==> src/rtl/post_pkg.sv <==
package post_pkg;
  typedef enum logic [2:0] {
    ST_IDLE,
    ST_SELFTEST,
    ST_RD_REQ,
    ST_RD_WAIT,
    ST_GOOD,
    ST_BAD
  } post_state_t;
endpackage

==> src/rtl/post_fsm.sv <==
module post_fsm
  import post_pkg::*;
(
  input  logic        clk,
  input  logic        rst,
  input  logic        bist_done,
  input  logic        bist_pass,
  input  logic        req_fire,
  input  logic        rsp_fire,
  input  logic        last_word,
  input  logic        total_zero,
  output post_state_t state
);
  post_state_t state_nx;

  always_comb begin
    state_nx = state;
    unique case (state)
      ST_IDLE:     state_nx = ST_SELFTEST;
      ST_SELFTEST: if (bist_done) state_nx = bist_pass ? ST_RD_REQ : ST_BAD;
      ST_RD_REQ:   if (req_fire) state_nx = ST_RD_WAIT;
      ST_RD_WAIT:  if (rsp_fire) begin
                     if (!last_word)      state_nx = ST_RD_REQ;
                     else if (total_zero) state_nx = ST_GOOD;
                     else                 state_nx = ST_BAD;
                   end
      default:     state_nx = state;
    endcase
  end

  always_ff @(posedge clk) begin
    if (rst) state <= ST_IDLE;
    else     state <= state_nx;
  end

  // the final states are terminal until reset
  assert_terminal_R6: assert property (@(posedge clk) disable iff (rst)
    (state == ST_GOOD) |=> (state == ST_GOOD));
  assert_terminal_R7: assert property (@(posedge clk) disable iff (rst)
    (state == ST_BAD) |=> (state == ST_BAD));
endmodule

==> src/rtl/post_addr_gen.sv <==
module post_addr_gen #(
  parameter int NUM_WORDS = 8,
  parameter int ADDR_W    = 32,
  parameter int STEP      = 4
) (
  input  logic              clk,
  input  logic              rst,
  input  logic              advance,
  input  logic              req_valid,
  input  logic              req_ready,
  output logic [ADDR_W-1:0] addr,
  output logic              last_word
);
  localparam int IDX_W = (NUM_WORDS > 1) ? $clog2(NUM_WORDS) : 1;

  logic [IDX_W-1:0] idx;

  always_ff @(posedge clk) begin
    if (rst)          idx <= '0;
    else if (advance) idx <= idx + 1'b1;
  end

  assign addr      = ADDR_W'(idx) * ADDR_W'(STEP);
  assign last_word = (idx == IDX_W'(NUM_WORDS - 1));

  // a stalled request keeps its address
  assert_req_stable_R5: assert property (@(posedge clk) disable iff (rst)
    (req_valid && !req_ready) |=> (req_valid && $stable(addr)));
  // addresses stay inside the checked window
  assert_addr_window_R5: assert property (@(posedge clk) disable iff (rst)
    req_valid |-> (addr < ADDR_W'(NUM_WORDS * STEP)));
endmodule

==> src/rtl/post_accum.sv <==
module post_accum #(
  parameter int WORD_W = 32
) (
  input  logic              clk,
  input  logic              rst,
  input  logic              add_en,
  input  logic [WORD_W-1:0] data,
  output logic              total_zero
);
  logic [WORD_W-1:0] sum;
  logic [WORD_W-1:0] sum_nx;

  assign sum_nx     = sum + data;
  assign total_zero = (sum_nx == '0);

  always_ff @(posedge clk) begin
    if (rst)         sum <= '0;
    else if (add_en) sum <= sum_nx;
  end

  // the stored sum only moves on an accepted response
  assert_sum_hold_R8: assert property (@(posedge clk) disable iff (rst)
    !add_en |=> $stable(sum));
endmodule

==> src/rtl/post_sequencer.sv <==
module post_sequencer
  import post_pkg::*;
#(
  parameter int WORD_W    = 32,
  parameter int ADDR_W    = 32,
  parameter int NUM_WORDS = 8
) (
  input  logic              clk,
  input  logic              rst,
  output logic              bist_start,
  input  logic              bist_done,
  input  logic              bist_pass,
  output logic              rd_req_valid,
  input  logic              rd_req_ready,
  output logic [ADDR_W-1:0] rd_addr,
  input  logic              rd_rsp_valid,
  output logic              rd_rsp_ready,
  input  logic [WORD_W-1:0] rd_rsp_data,
  output logic              fail_drive_low,
  output logic              init_ok
);
  localparam int STEP = WORD_W / 8;

  post_state_t state;
  logic        req_fire;
  logic        rsp_fire;
  logic        last_word;
  logic        total_zero;

  assign req_fire = rd_req_valid && rd_req_ready;
  assign rsp_fire = rd_rsp_valid && rd_rsp_ready;

  post_fsm u_fsm (
    .clk        (clk),
    .rst        (rst),
    .bist_done  (bist_done),
    .bist_pass  (bist_pass),
    .req_fire   (req_fire),
    .rsp_fire   (rsp_fire),
    .last_word  (last_word),
    .total_zero (total_zero),
    .state      (state)
  );

  post_addr_gen #(
    .NUM_WORDS (NUM_WORDS),
    .ADDR_W    (ADDR_W),
    .STEP      (STEP)
  ) u_addr (
    .clk       (clk),
    .rst       (rst),
    .advance   (rsp_fire),
    .req_valid (rd_req_valid),
    .req_ready (rd_req_ready),
    .addr      (rd_addr),
    .last_word (last_word)
  );

  post_accum #(
    .WORD_W (WORD_W)
  ) u_accum (
    .clk        (clk),
    .rst        (rst),
    .add_en     (rsp_fire),
    .data       (rd_rsp_data),
    .total_zero (total_zero)
  );

  assign bist_start     = (state == ST_SELFTEST);
  assign rd_req_valid   = (state == ST_RD_REQ);
  assign rd_rsp_ready   = (state == ST_RD_WAIT);
  assign init_ok        = (state == ST_GOOD);
  assign fail_drive_low = (state == ST_SELFTEST) || (state == ST_BAD);

  // reset releases every output
  assert_reset_quiet_R1: assert property (@(posedge clk)
    rst |=> (!fail_drive_low && !init_ok && !bist_start && !rd_req_valid));
  // failure is indicated as soon as reset is released
  assert_fail_after_reset_R2: assert property (@(posedge clk) disable iff (rst)
    $fell(rst) |=> (fail_drive_low && bist_start));
  assert_start_implies_fail_R2: assert property (@(posedge clk) disable iff (rst)
    bist_start |-> fail_drive_low);
  // a passing self-test releases the indicator and starts reading
  assert_pass_release_R3: assert property (@(posedge clk) disable iff (rst)
    (bist_start && bist_done && bist_pass) |=> (!fail_drive_low && rd_req_valid));
  // a failing self-test latches failure with no reads
  assert_bist_fail_R4: assert property (@(posedge clk) disable iff (rst)
    (bist_start && bist_done && !bist_pass) |=> (fail_drive_low && !bist_start));
  assert_no_read_in_fail_R4: assert property (@(posedge clk) disable iff (rst)
    (fail_drive_low && !bist_start) |-> !rd_req_valid);
  // one outstanding read at a time
  assert_one_outstanding_R5: assert property (@(posedge clk) disable iff (rst)
    !(rd_req_valid && rd_rsp_ready));
  assert_req_to_wait_R5: assert property (@(posedge clk) disable iff (rst)
    req_fire |=> rd_rsp_ready);
  // outcomes are sticky
  assert_init_sticky_R6: assert property (@(posedge clk) disable iff (rst)
    init_ok |=> init_ok);
  assert_fail_sticky_R7: assert property (@(posedge clk) disable iff (rst)
    (fail_drive_low && !bist_start) |=> fail_drive_low);
  // the two outcomes exclude each other
  assert_exclusive_R9: assert property (@(posedge clk) disable iff (rst)
    !(init_ok && fail_drive_low));
endmodule

==> config.mk <==
export PLATFORM = sky130hd
export DESIGN_NAME = post_sequencer
export DESIGN_NICKNAME = d
export VERILOG_FILES = /design/src/rtl/post_pkg.sv /design/src/rtl/post_fsm.sv /design/src/rtl/post_addr_gen.sv /design/src/rtl/post_accum.sv /design/src/rtl/post_sequencer.sv
export SDC_FILE = /design/constraint.sdc
export NUM_CORES = 1
export LEC_CHECK = 0
export ABC_AREA = 1
export CORE_AREA = 2 2 93 95
export CTS_CLUSTER_DIAMETER = 120
export CTS_CLUSTER_SIZE = 30
export DETAILED_ROUTE_END_ITERATION = 10
export DIE_AREA = 0 0 95 97
export HOLD_SLACK_MARGIN = 0.12
export PLACE_DENSITY = 0.89
export SLEW_MARGIN = 25
export SYNTH_ARGS = -nofsm -noshare
export SYNTH_HDL_FRONTEND = slang
export SYNTH_HIERARCHICAL = 1
export SYNTH_SLANG_ARGS = --single-unit
==> constraint.sdc <==
create_clock -name clk -period 3.55 [get_ports clk]
set_clock_uncertainty 0.15 [all_clocks]
set_input_delay 0.71 -clock clk [delete_from_list [all_inputs] [get_ports clk]]
set_output_delay 0.71 -clock clk [all_outputs]
set_load 0.1 [all_outputs]
==> results.py <==
metrics = {
    "setup_path": {
        "crit_cells": 19,
        "rr_startpoint": "u_accum/sum[0]",
        "cp.arrival_ns": 3.37,
        "cp_slowest_cell": "fa_1",
        "critPathBufInv": 1,
        "worstPathCellList": "clkdlybuf4s50_1, ha_1, fa_1, nand3_1, nand2_1, nand2_1, nand2_1, nand3_1, nand2_1, nand2_1, nand2_1, nor2_1, nand2_1, nor2_1, nand3_1, nor2_1, o21ai_1, nor2_1, nor2_1",
        "path_class": "in2reg",
        "crit-reg2reg-capture": "u_fsm/state[0]",
        "critPathMaxStageDelay_ns": 0.45,
        "required_ns": 3.60,
        "r2r_cells": 18,
        "worst_path_most_repeated_cell": "nand2_1",
        "path_max_fanout": 4,
        "reg2reg_slack_ns": 0.75,
        "cp-start-kind": "input port",
        "worstSetupEndpointType": "flip-flop",
        "critical-path-top-delay-family": "simple AND/OR/NAND/NOR gates",
    },
    "logic_synthesis": {
        "synth_enable_flop_cells": 0,
        "synth_ff_type": "dfxtp_1",
        "synth_seq_area_share": 0.1745,
        "synth.cell_area_sq_um": 4360,
        "syn_avg_cell_area_sq_um": 5.612,
        "async_reset_ff_frac": 0,
        "post-synth-top-count-cell": "nand2_1",
        "synth.area.top_cells": "nand2_1 23%, dfxtp_1 17%, inv_1 13%, ha_1 9.5%, nor2_1 6.4%",
        "synth_top_area_share": 0.2333,
        "ys_top_cells_by_count": "271 x nand2_1, 146 x inv_1, 74 x nor2_1",
        "synth_top_area_cell": "nand2_1",
        "synthDistinctLibCells": 31,
        "synth_cells": 777,
        "ys_ff_latch": 38,
        "yosys_warnings": 6,
    },
    "grt": {
        "grt_pass1_wl_microns": 18440,
        "grt_usage": 0.2434,
        "antenna_found_initial": 0,
        "grt_pass1_vias": 4199,
        "grt_start_max_net_pins": 37,
        "grt_overflow": 0,
    },
    "floorplanning": {
        "core_sq_um": 8134,
        "initial_utilization": 0.5361,
        "die_area_sq_um": 9215,
        "die_w_microns": 95,
        "die_h_microns": 97,
        "std_cell_rows": 33,
        "ioPinCount": 75,
    },
    "finish": {
        "fin_nets": 894,
        "drive_gt1_frac": 0.07533,
        "seq_area_sq_um": 760.7,
        "postLayoutCoreUtil": 0.6048,
        "n_antenna_cell": 0,
        "fin_area_sq_um": 4920,
        "synthToLayoutAreaGrowth_pct": 12.83,
        "fin_cells": 928,
        "multi_input_area_sq_um": 2883,
        "nFillCells": 809,
    },
    "place": {
        "dp_hpwl_microns": 8686,
        "dpl.cell_count": 920,
        "numPortBuffers": 45,
        "gp_congestion": 0.9891,
        "placed_cell_area_sq_um": 4806,
        "dp_slack_ns": 0.01067,
    },
    "min_path": {
        "min_path_cells": 2,
        "min-delay-start": "u_accum/sum[22]",
        "hold_end": "u_accum/sum[22]",
        "hp-class": "reg2reg",
    },
    "sta": {
        "finalCritPeriodShare": 0.9342,
        "rsz0062_at_grt": "no",
        "hold_viol": 0,
        "slew_violations": 0,
        "holdWs_ns": 0.3419,
        "fin_tns_setup_ns": 0,
        "fmax_ghz": 0.3015,
        "slew_headroom": 0.4197,
        "setup_viol": 0,
        "period_minus_slack_ns": 3.316,
        "tightest_slew_ns": 0.8695,
        "worst_slack_ns": 0.2335,
    },
    "routing": {
        "wl_per_cell_microns": 11.75,
        "drtIter0Drc": 370,
        "drtPass1Iterations": 5,
        "via_per_inst": 5.120,
        "ant_nets": 0,
        "drt-total-wl_microns": 10910,
        "drc": 0,
        "via_count": 4751,
    },
    "clock_network": {
        "post_cts_buffers": 0,
        "hold_buffers": 0,
        "cts_tree": "yes",
        "root_buffer": "clkbuf_8",
        "clk_pin_slew_ns": 0.09,
        "htree_levels": 2,
        "cts_buffers": 5,
        "cts_num_sinks": 38,
        "clock_latency_ns": 0.30,
        "cts-resized-gates": 0,
        "clockBufferDepth": 2,
    },
    "pwr": {
        "ir_worst_vdd_mv": 0.6629,
        "total_leakage_power_nw": 2.899,
        "p_total_mw": 2.115,
        "power_density_nw_per_um2": 430.0,
    },
    "run": {
        "drv_cap": 0,
    },
    "run_status": {
        "status": "finished, final reports clean",
    },
}
[power by group]
part           internal, mW  switching (mW)
sequential            0.485          0.0542
clock                 0.209           0.177
combinational         0.336           0.854
total                  1.03            1.09
[layout by cell type (no fill, tap or decap), types with 7 or more instances in the layout]
cell type / count
conb_1: 29
buf_4: 11
a21oi_1: 20
nand2_2: 14
clkdlybuf4s50_1: 37
nand3_1: 37
nor2_2: 8
dfxtp_1: 38
inv_2: 8
inv_1: 146
o211ai_1: 23
nand4_1: 7
nor3_1: 11
o21ai_0: 14
nor2_1: 73
nand2_1: 271
ha_1: 33
nand3b_1: 11
[kinds of logic after synthesis]
family	after synthesis	synth area share
fa+ha+maj	34	0.09928
simple gates	444	0.4362
buf+inv	192	0.1902
flops	38	0.1745
other cells	1	0.0008600
xor+xnor	4	0.008036
compound gates	64	0.09096
[per-layer routing]
layer	global-route usage	vias up	wire length (microns)
met4	0.07246	0	122
met3	0.03037	10	923
met2	0.3906	217	4899
met5	0	-	0
met1	0.3383	2093	4959
li1	-	2431	-
[tightest hold or removal path, cell delays in order (launching register included)]
cell      delay, ns
dfxtp_1        0.34
o211ai_1       0.08
inv_1          0.05
[registers in the layout, summed over array words and instances, names as in the netlist]
| register | flops |
|---|---|
| u_accum/sum | 32 |
| u_addr/idx | 3 |
| u_fsm/state | 3 |
[area by class of cell]
class                      count  area share
multi-input combinational    575      0.5860
clock buffer                   5     0.01399
clock inverter                 3    0.009156
timing repair buffer          48     0.09206
tap                          105     0.02670
sequential                    38      0.1546
inverter                     154      0.1175
[how the worst max path moves through the flow]
| stage | from | endpoint | slack [ns] |
|---|---|---|---|
| floorplan | u_fsm/state[0] | bist_start | 0.11 |
| global placement | rd_rsp_data[0] | u_fsm/state[0] | 0.05 |
| detailed placement | rd_rsp_data[0] | u_fsm/state[0] | 0.01 |
| CTS | rd_rsp_data[0] | u_fsm/state[0] | 0.34 |
| global route | rd_rsp_data[0] | u_fsm/state[0] | 0.04 |
| finish | rd_rsp_data[0] | u_fsm/state[0] | 0.23 |
Note: power is estimated with default switching activity, not from simulation.
